$ cat config.mk
export PLATFORM = sky130hd
export DESIGN_NAME = sio_i2c_shifter
export DESIGN_NICKNAME = d
export VERILOG_FILES = /design/src/rtl/sio_pkg.sv /design/src/rtl/sio_glitch_filter.sv /design/src/rtl/sio_bus_monitor.sv /design/src/rtl/sio_out_delay.sv /design/src/rtl/sio_i2c_shifter.sv
export SDC_FILE = /design/constraint.sdc
export NUM_CORES = 1
export LEC_CHECK = 0
export CAP_MARGIN = 20
export CORE_MARGIN = 3
export CORE_UTILIZATION = 48
export CTS_CLUSTER_DIAMETER = 80
export CTS_CLUSTER_SIZE = 10
export DETAILED_ROUTE_END_ITERATION = 6
export DONT_BUFFER_PORTS = 1
export PLACE_DENSITY_LB_ADDON = 0.08
export SYNTH_ARGS = -nofsm -noshare
export SYNTH_HDL_FRONTEND = slang
export SYNTH_HIERARCHICAL = 1
export SYNTH_SLANG_ARGS = --single-unit
export TNS_END_PERCENT = 20
$ cat constraint.sdc
create_clock -name clk -period 3.7 [get_ports clk]
set_input_delay 0.37 -clock clk [delete_from_list [all_inputs] [get_ports clk]]
set_output_delay 0.37 -clock clk [all_outputs]
set_load 0.02 [all_outputs]
$ cat src/rtl/sio_pkg.sv
package sio_pkg;
  typedef enum logic {
    MODE_SYNC = 1'b0,
    MODE_I2C  = 1'b1
  } sio_mode_e;

  typedef struct packed {
    logic txnack;
    logic rxack;
    logic bus;
    logic dma;
  } sio_evt_t;
endpackage

$ cat src/rtl/sio_glitch_filter.sv
module sio_glitch_filter #(
  parameter int SHORT_N = 2,
  parameter int LONG_N  = 6
) (
  input  logic clk,
  input  logic rst_n,
  input  logic long_i,
  input  logic pin_i,
  output logic level_o
);
  localparam int CNT_W = $clog2(LONG_N + 1);
  localparam logic [CNT_W-1:0] LIM_S = CNT_W'(SHORT_N - 1);
  localparam logic [CNT_W-1:0] LIM_L = CNT_W'(LONG_N - 1);

  logic [1:0]       sync_q;
  logic [CNT_W-1:0] cnt_q;
  logic [CNT_W-1:0] lim;

  assign lim = long_i ? LIM_L : LIM_S;

  always_ff @(posedge clk or negedge rst_n) begin
    if (!rst_n) begin
      sync_q  <= 2'b11;
      cnt_q   <= '0;
      level_o <= 1'b1;
    end else begin
      sync_q <= {sync_q[0], pin_i};
      if (sync_q[1] != level_o) begin
        if (cnt_q >= lim) begin
          level_o <= sync_q[1];
          cnt_q   <= '0;
        end else begin
          cnt_q <= cnt_q + 1'b1;
        end
      end else begin
        cnt_q <= '0;
      end
    end
  end
endmodule

$ cat src/rtl/sio_bus_monitor.sv
module sio_bus_monitor (
  input  logic clk,
  input  logic rst_n,
  input  logic enable_i,
  input  logic scl_i,
  input  logic sda_i,
  output logic start_o,
  output logic stop_o,
  output logic busy_o
);
  logic sda_q;

  assign start_o = enable_i & scl_i & sda_q & ~sda_i;
  assign stop_o  = enable_i & scl_i & ~sda_q & sda_i;

  always_ff @(posedge clk or negedge rst_n) begin
    if (!rst_n) begin
      sda_q  <= 1'b1;
      busy_o <= 1'b0;
    end else begin
      sda_q <= sda_i;
      if (start_o)     busy_o <= 1'b1;
      else if (stop_o) busy_o <= 1'b0;
    end
  end
endmodule

$ cat src/rtl/sio_out_delay.sv
module sio_out_delay #(
  parameter int DLY_W = 3
) (
  input  logic             clk,
  input  logic             rst_n,
  input  logic             trig_i,
  input  logic [DLY_W-1:0] dly_i,
  output logic             fire_o
);
  logic [DLY_W-1:0] cnt_q;
  logic             pend_q;

  assign fire_o = (trig_i && dly_i == '0) || (pend_q && cnt_q == DLY_W'(1));

  always_ff @(posedge clk or negedge rst_n) begin
    if (!rst_n) begin
      cnt_q  <= '0;
      pend_q <= 1'b0;
    end else if (trig_i && dly_i != '0) begin
      cnt_q  <= dly_i;
      pend_q <= 1'b1;
    end else if (pend_q) begin
      if (cnt_q == DLY_W'(1)) pend_q <= 1'b0;
      else                    cnt_q  <= cnt_q - 1'b1;
    end
  end
endmodule

$ cat src/rtl/sio_i2c_shifter.sv
module sio_i2c_shifter
  import sio_pkg::*;
#(
  parameter int DATA_W  = 8,
  parameter int DLY_W   = 3,
  parameter int SHORT_N = 2,
  parameter int LONG_N  = 6
) (
  input  logic              clk,
  input  logic              rst_n,
  input  logic              en_i,
  input  logic              i2c_mode_i,
  input  logic              filt_long_i,
  input  logic [DLY_W-1:0]  sda_dly_i,
  input  logic              clk_wait_i,
  input  logic              hold_rel_i,
  input  logic              ack_level_i,
  input  logic              arb_clr_i,
  input  logic [DATA_W-1:0] tx_data_i,
  input  logic              tx_valid_i,
  output logic              tx_ready_o,
  output logic [DATA_W-1:0] rx_data_o,
  output logic              rx_valid_o,
  input  logic              rx_ready_i,
  input  logic              sda_i,
  output logic              sda_o,
  output logic              sda_oe_o,
  input  logic              scl_i,
  output logic              scl_oe_o,
  input  logic              port_dir_i,
  input  logic              port_latch_i,
  output logic              port_rd_o,
  output logic              irq_txnack_o,
  output logic              irq_rxack_o,
  output logic              irq_bus_o,
  output logic              dma_req_o,
  output logic              bus_busy_o,
  output logic              arb_lost_o
);
  localparam int FW = DATA_W + 1;
  localparam int CW = $clog2(FW + 1);
  localparam logic [CW-1:0] LEN_I2C  = CW'(FW);
  localparam logic [CW-1:0] LEN_SYNC = CW'(DATA_W);

  sio_mode_e mode;
  logic      is_i2c;
  assign mode   = i2c_mode_i ? MODE_I2C : MODE_SYNC;
  assign is_i2c = (mode == MODE_I2C);

  // pin filters: index 0 = SCL, 1 = SDA
  logic [1:0] pin_raw, pin_flt;
  assign pin_raw = {sda_i, scl_i};
  for (genvar g = 0; g < 2; g++) begin : g_flt
    sio_glitch_filter #(.SHORT_N(SHORT_N), .LONG_N(LONG_N)) u_flt (
      .clk(clk), .rst_n(rst_n), .long_i(filt_long_i),
      .pin_i(pin_raw[g]), .level_o(pin_flt[g])
    );
  end

  logic scl_f, sda_f, scl_q, scl_rise, scl_fall;
  assign scl_f    = pin_flt[0];
  assign sda_f    = pin_flt[1];
  assign scl_rise = scl_f & ~scl_q;
  assign scl_fall = ~scl_f & scl_q;

  logic start_det, stop_det;
  sio_bus_monitor u_mon (
    .clk(clk), .rst_n(rst_n), .enable_i(en_i & is_i2c),
    .scl_i(scl_f), .sda_i(sda_f),
    .start_o(start_det), .stop_o(stop_det), .busy_o(bus_busy_o)
  );

  logic          active;
  logic [CW-1:0] bit_cnt, flen;
  logic [DATA_W:0] tx_sh, rx_sh, rx_next;
  logic          cur_bit, out_bit, last_rise, apply, scl_hold;
  sio_evt_t      evt;

  assign flen    = is_i2c ? LEN_I2C : LEN_SYNC;
  assign cur_bit = is_i2c ? tx_sh[DATA_W] : tx_sh[0];
  assign out_bit = active ? cur_bit : 1'b1;
  assign rx_next = is_i2c ? {rx_sh[DATA_W-1:0], sda_f}
                          : {1'b0, sda_f, rx_sh[DATA_W-1:1]};
  assign last_rise = active & scl_rise & (bit_cnt == flen - 1'b1);

  sio_out_delay #(.DLY_W(DLY_W)) u_dly (
    .clk(clk), .rst_n(rst_n),
    .trig_i(en_i & active & scl_fall & (bit_cnt != '0)),
    .dly_i(sda_dly_i), .fire_o(apply)
  );

  assign tx_ready_o = en_i & ~active;

  always_ff @(posedge clk or negedge rst_n) begin
    if (!rst_n) begin
      scl_q      <= 1'b1;
      active     <= 1'b0;
      bit_cnt    <= '0;
      tx_sh      <= '1;
      rx_sh      <= '0;
      rx_data_o  <= '0;
      rx_valid_o <= 1'b0;
      arb_lost_o <= 1'b0;
      scl_hold   <= 1'b0;
      evt        <= '0;
    end else begin
      scl_q <= scl_f;
      evt   <= '0;
      if (rx_valid_o && rx_ready_i) rx_valid_o <= 1'b0;
      if (arb_clr_i) arb_lost_o <= 1'b0;
      if (start_det || stop_det) evt.bus <= 1'b1;

      if (!en_i) begin
        active   <= 1'b0;
        scl_hold <= 1'b0;
      end else begin
        if (tx_valid_i && tx_ready_o) begin
          active  <= 1'b1;
          bit_cnt <= '0;
          tx_sh   <= is_i2c ? {tx_data_i, ack_level_i} : {1'b1, tx_data_i};
        end else if (active) begin
          if (scl_rise) begin
            rx_sh   <= rx_next;
            bit_cnt <= bit_cnt + 1'b1;
            if (!is_i2c && cur_bit != sda_f) evt.bus <= 1'b1;
            if (is_i2c && bit_cnt < LEN_SYNC && cur_bit && !sda_f)
              arb_lost_o <= 1'b1;
            if (last_rise) begin
              rx_data_o  <= is_i2c ? rx_next[DATA_W:1] : rx_next[DATA_W-1:0];
              rx_valid_o <= 1'b1;
              evt.txnack <= is_i2c ? sda_f : 1'b1;
              evt.rxack  <= is_i2c ? ~sda_f : 1'b1;
              evt.dma    <= is_i2c ? ~sda_f : 1'b1;
            end
          end
          if (apply) begin
            if (bit_cnt == flen) active <= 1'b0;
            else if (is_i2c)     tx_sh  <= {tx_sh[DATA_W-1:0], 1'b1};
            else                 tx_sh  <= {1'b1, tx_sh[DATA_W:1]};
          end
        end
        if (active && scl_fall && is_i2c && clk_wait_i && bit_cnt == LEN_I2C)
          scl_hold <= 1'b1;
        else if (hold_rel_i || !is_i2c)
          scl_hold <= 1'b0;
      end
    end
  end

  always_comb begin
    if (!en_i) begin
      sda_o    = ~is_i2c;
      sda_oe_o = ~is_i2c;
    end else if (is_i2c) begin
      sda_o    = 1'b0;
      sda_oe_o = ~out_bit;
    end else begin
      sda_o    = out_bit;
      sda_oe_o = 1'b1;
    end
  end

  assign scl_oe_o     = scl_hold;
  assign port_rd_o    = (is_i2c || !port_dir_i) ? sda_i : port_latch_i;
  assign irq_txnack_o = evt.txnack;
  assign irq_rxack_o  = evt.rxack;
  assign irq_bus_o    = evt.bus;
  assign dma_req_o    = evt.dma;
endmodule

; Yosys cells after proc, flatten, opt, wreduce, memory -nomap -nowiden
; Index checks and enable logic that the tools add are counted.
[totals]
reg_bits = 56
out_inout_bits = 20
elab_cells = 161
[classes]
add_sub_neg = 5
n_lt_le_gt_ge = 3
n_eq_ne = 10
n_mux = 63
bitwise_logic = 22
n_reduce_logical = 35
[ops]
columns = op, count
row1 = two-way mux 9 bit, 7
row2 = two-way mux 1 bit, 39
row3 = two-way mux 4 bit, 7
row4 = two-way mux 3 bit, 8
row5 = AND 1 bit, 14
row6 = logical AND 1 bit, 13
row7 = nonzero test 2 bit, 5
row8 = equality test 4 bit, 2
row9 = two-way mux 8 bit, 1
row10 = inverter 1 bit, 8
row11 = AND reduction 4 bit, 2
row12 = adder 3 x 1 -> 3 bit (second input constant), 2
row13 = greater-or-equal comparator 3 bit, 2
row14 = AND reduction 2 bit, 3
row15 = AND reduction 5 bit, 1
row16 = adder 4 x 1 -> 4 bit (second input constant), 1
row17 = equality test 4 bit (second input constant), 1
row18 = logical OR 1 bit, 4
row19 = less-than comparator 4 bit (second input constant), 1
row20 = nonzero test 4 bit, 1
row21 = subtractor 4 x 1 -> 4 bit (second input constant), 1
row22 = equality test 3 x 1 -> 1 bit (second input constant), 1
row23 = zero test 1 bit, 3
row24 = zero test 3 bit, 1
row25 = 8 further kinds, 10

; Longest topological paths before layout
[depth]
depth_word = 12
depth_mapped = 9
mapped_depth_nobuf = 8

; Hierarchy
; Netlist, hierarchy kept.
[modules_own_cells]
columns = module, n_inst, cells_per_inst, area_each_um2
row1 = sio_i2c_shifter, 1, 210, 2024.4
row2 = sio_glitch_filter, 2, 20, 267.8
row3 = sio_out_delay, 1, 26, 252.7
row4 = sio_bus_monitor, 1, 9, 85.1

; Least setup slack after synthesis
; No wires, ideal clock.
[synth_path]
path_type = reg-to-reg
startpoint = reg bit_cnt[0]
endpoint = reg tx_sh[0]
setup_ps = 91
arrival_ps = 2073
required_time_ps = 3609
path_slack_ps = 1537
path_stages_with_launch = 10
synth_period_minus_slack_ps = 2163
cell_sequence = dfrtp_1 > inv_1 > ha_1 > a211oi_1 > a32o_1 > nand3_1 > a31oi_1 > buf_4 > nor2_2 > o31ai_1
[synth_between]
elab_chain_cells = 6
[synth_lines]
columns = item, line_no
row1 = from (decl), sio_i2c_shifter.sv:74  ; logic [CW-1:0] bit_cnt, flen;
row2 = from (signal assigned), sio_i2c_shifter.sv:124  ; bit_cnt <= bit_cnt + 1'b1;
row3 = nonzero test 4 bit, sio_i2c_shifter.sv:88  ; .trig_i(en_i & active & scl_fall & (bit_cnt != '0)),
row4 = AND 1 bit, sio_i2c_shifter.sv:88
row5 = logical AND 1 bit, sio_out_delay.sv:13  ; assign fire_o = (trig_i && dly_i == '0) || (pend_q && cnt_q == DLY_W'(1));
row6 = logical OR 1 bit, sio_out_delay.sv:13
row7 = named net apply, sio_i2c_shifter.sv:76  ; logic cur_bit, out_bit, last_rise, apply, scl_hold;
row8 = nonzero test 2 bit (no source line), -
row9 = AND reduction 4 bit (no source line), -
row10 = to (signal assigned), sio_i2c_shifter.sv:120  ; tx_sh <= is_i2c ? {tx_data_i, ack_level_i} : {1'b1, tx_data_i};
row11 = to (signal assigned), sio_i2c_shifter.sv:138  ; else if (is_i2c) tx_sh <= {tx_sh[DATA_W-1:0], 1'b1};
row12 = to (signal assigned), sio_i2c_shifter.sv:139  ; else tx_sh <= {1'b1, tx_sh[DATA_W:1]};
row13 = to (decl), sio_i2c_shifter.sv:75  ; logic [DATA_W:0] tx_sh, rx_sh, rx_next;
; The timed path passes the listed nets, and every way through them passes these cells.
; A chain may end at the register's enable or synchronous reset.

; Final worst setup path
[layout_path]
startpoint = reg bit_cnt[0]
endpoint = reg tx_sh[5]
; Same word-level chain as after synthesis.

==> results.json <==
{
  "nets": 319,
  "yosysWarnings": 6,
  "rsz0062_at_grt": "no",
  "cp.required_ps": 3920,
  "reg2reg_depth": 9,
  "critPathSlowestCell": "a211oi_1",
  "min_period_ps": 2510,
  "cts.reportedPaths.clkPinSlew_ps": 100,
  "p_per_area_mw_per_mm2": 576,
  "drive_above_1_share_pct": 20.9,
  "post-route-period-util_pct": 67.8,
  "grt_pass1_vias": 1889,
  "synthArstFlopShare_pct": 100,
  "synth_nets": 323,
  "wire_per_inst_um": 14.9,
  "regArea_mm2": 0.00140,
  "leakagePower_nw": 1.27,
  "clkSinkCount": 55,
  "max-slew-margin-rel_pct": 47.3,
  "finalClockSkew_ps": 11.0,
  "port_buffers": 0,
  "cp_top_family": "compound AO/OA/AOI/OAI gates",
  "syn_area_per_cell_um2": 10.2,
  "fin_ws_ps": 1190,
  "total_power_mw": 1.75,
  "io_pins": 46,
  "initialDrtViolationCount": 82,
  "overflow": 0,
  "clk_latency_ps": 320,
  "start_util_pct": 51.1,
  "hp-class": "input pin to flip-flop",
  "cts_tree": "built",
  "routed_via_density": 5.51,
  "numCtsBuffers": 5,
  "r2r-start": "bit_cnt[0]",
  "crit_chain": "inv_1, ha_1, a211oi_1, a32o_1, nand3_1, a31oi_1, buf_4, mux2i_1, o21ai_1",
  "wirelength_um": 5280,
  "pre_cts_ws_ps": 1200,
  "cts-root-buf": "clkbuf_8",
  "drtAntennaViolNets": 0,
  "area_growth_pct": 5.09,
  "multiInputGateArea_mm2": 0.00136,
  "synth_cell_types": 43,
  "synth_area_leaders": "dfrtp_1 (33%), dfstp_2 (15%), mux2_2 (7.0%), ha_1 (5.2%), nand2_1 (4.1%)",
  "synth_top_area_share_pct": 32.8,
  "drt_pass1_iterations": 4,
  "dp_hpwl_um": 3630,
  "gp_congestion": 0.821,
  "drc": 0,
  "synth_seq_area_share_pct": 48.2,
  "tightest_slew_ps": 782,
  "fin_area_mm2": 0.00305,
  "rrSetupSlack_ps": 1190,
  "die_h_um": 83.7,
  "finalHoldViolCount": 0,
  "endpoint": "tx_sh[5]",
  "whs_path_depth": 0,
  "rows": 27,
  "crit_fanout": 10,
  "syn_inst": 285,
  "netlist_area_mm2": 0.00290,
  "grt_util_all_layers_pct": 15.8,
  "finalSetupViolations": 0,
  "synth_edf_count": 0,
  "cp_num_buf_inv": 2,
  "yosysTopAreaCell": "dfrtp_1",
  "end_kind": "flip-flop",
  "die_x_um": 83.7,
  "worstSetupPathType": "flip-flop to flip-flop",
  "synth-seq-cells": 55,
  "timing.rr.end": "tx_sh[5]",
  "fill_cells": 527,
  "crit_path_start": "bit_cnt[0]",
  "slew_violations": 0,
  "finalSetupTns_ps": 0,
  "fmax_mhz": 399,
  "route.vias.total": 1950,
  "fp.dieArea_mm2": 0.00701,
  "slowest_delay_ps": 600,
  "cp.arrival_ps": 2730,
  "layout_commonest_cell": "dfrtp_1",
  "cp.depth": 9,
  "htreeDepth": 2,
  "grt_pass1_wl_um": 9110,
  "peakVddDrop_mv": 0.279,
  "coreArea_mm2": 0.00568,
  "finish.utilization_pct": 53.7,
  "placed_area_mm2": 0.00292,
  "startpoint_type": "flip-flop",
  "diodes": 0,
  "synthFlopType": "dfrtp_1",
  "drv_cap": 0,
  "cts_buffer_depth": 2,
  "antenna_found_initial": 0,
  "status": "finished, final reports clean",
  "layout_common_cells": "dfrtp_1 (38), nand2_1 (32), o21ai_0 (23)",
  "grt_max_degree": 56
}
==> report_power, final <==
group / switching (mW) / internal [mW] / leakage, nW
Combinational: 0.218 / 0.243 / 0.529
Clock: 0.205 / 0.136 / 0.0485
Sequential: 0.175 / 0.777 / 0.691
Total: 0.598 / 1.16 / 1.27
==> synthesized netlist by cell type (all sizes together), types with 2 or more instances <==
cell type,count
nand4b,2
or3,2
and4b,2
o31ai,4
o22ai,2
buf,12
dfrtp,38
a211o,2
dfstp,17
mux2i,9
ha,12
mux2,18
o21ai,32
a22o,2
a21oi,20
clkbuf,2
inv,17
o211ai,4
nand2,32
nor2b,8
nor3,2
a31oi,3
nor2,18
xnor2,7
a32o,3
nand3,4
and2,3
==> layout make-up <==
| cell class | count | area share [%] |
|---|---|---|
| tap | 72 | 2.96 |
| sequential | 55 | 45.9 |
| clock buffer | 5 | 2.26 |
| clock inverter | 3 | 0.740 |
| multi-input combinational | 199 | 44.6 |
| inverter | 17 | 2.10 |
| timing repair buffer | 3 | 1.48 |
==> stage by stage <==
step / std cells / hold WS [ps]
2_1_floorplan: 285 / 74.4
5_1_grt: 354 / 14.5
4_1_cts: 354 / 29.1
3_5_place_dp: 344 / 75.9
6_report: 354 / 44.5
3_3_place_gp: 344 / 75.8
==> per-layer routing <==
metal | routed length [um] | track usage, %
met3 | 310 | 5.23
met5 | 0 | 0
met4 | 61 | 3.95
met1 | 2570 | 21.8
met2 | 2340 | 24.2
==> sequential cells by signal, summed over array words and instances (netlist names), 2 cells and up <==
register and flops:
bit_cnt 4, g_flt.u_flt/sync_q 4, g_flt.u_flt/cnt_q 6, g_flt.u_flt/level_o 2
u_dly/cnt_q 3, rx_data_o 8, rx_sh 8, tx_sh 9
==> timing repair <==
| item | CTS | global route |
|---|---|---|
| setup buffers | 0 | 0 |
| gates resized for setup | 0 | 0 |
| hold buffers | 2 | 0 |
| hold endpoints to repair | 55 | 0 |
==> worst reg2reg max path: stages (launching register included) <==
cell and delay (ps):
dfrtp_1 520, inv_1 80, ha_1 200, a211oi_1 600, a32o_1 240, nand3_1 100, a31oi_1 170, buf_4 230
mux2i_1 210, o21ai_1 70
==> cell families (layout without fill, tap and decap cells) <==
family	count (synthesis)	after routing	share of synthesized area [%]
XOR/XNOR	7	7	2.12
buffers and inverters	31	28	4.92
AND/OR/NAND/NOR	79	79	14.1
multiplexers	27	27	10.1
AO/OA/AOI/OAI	74	74	15.4
flip-flops	55	55	48.2
adder cells (fa/ha/maj)	12	12	5.18
==> how the worst min path moves through the flow <==
stage / from / to
3_3_place_gp: rst_n / g_flt[1].u_flt/cnt_q[0]
5_1_grt: sda_i / g_flt[1].u_flt/sync_q[0]
6_report: sda_i / g_flt[1].u_flt/sync_q[0]
2_1_floorplan: rst_n / active
3_5_place_dp: rst_n / g_flt[1].u_flt/cnt_q[0]
4_1_cts: sda_i / g_flt[1].u_flt/sync_q[0]
No activity file was read; power rests on OpenSTA's default activity.
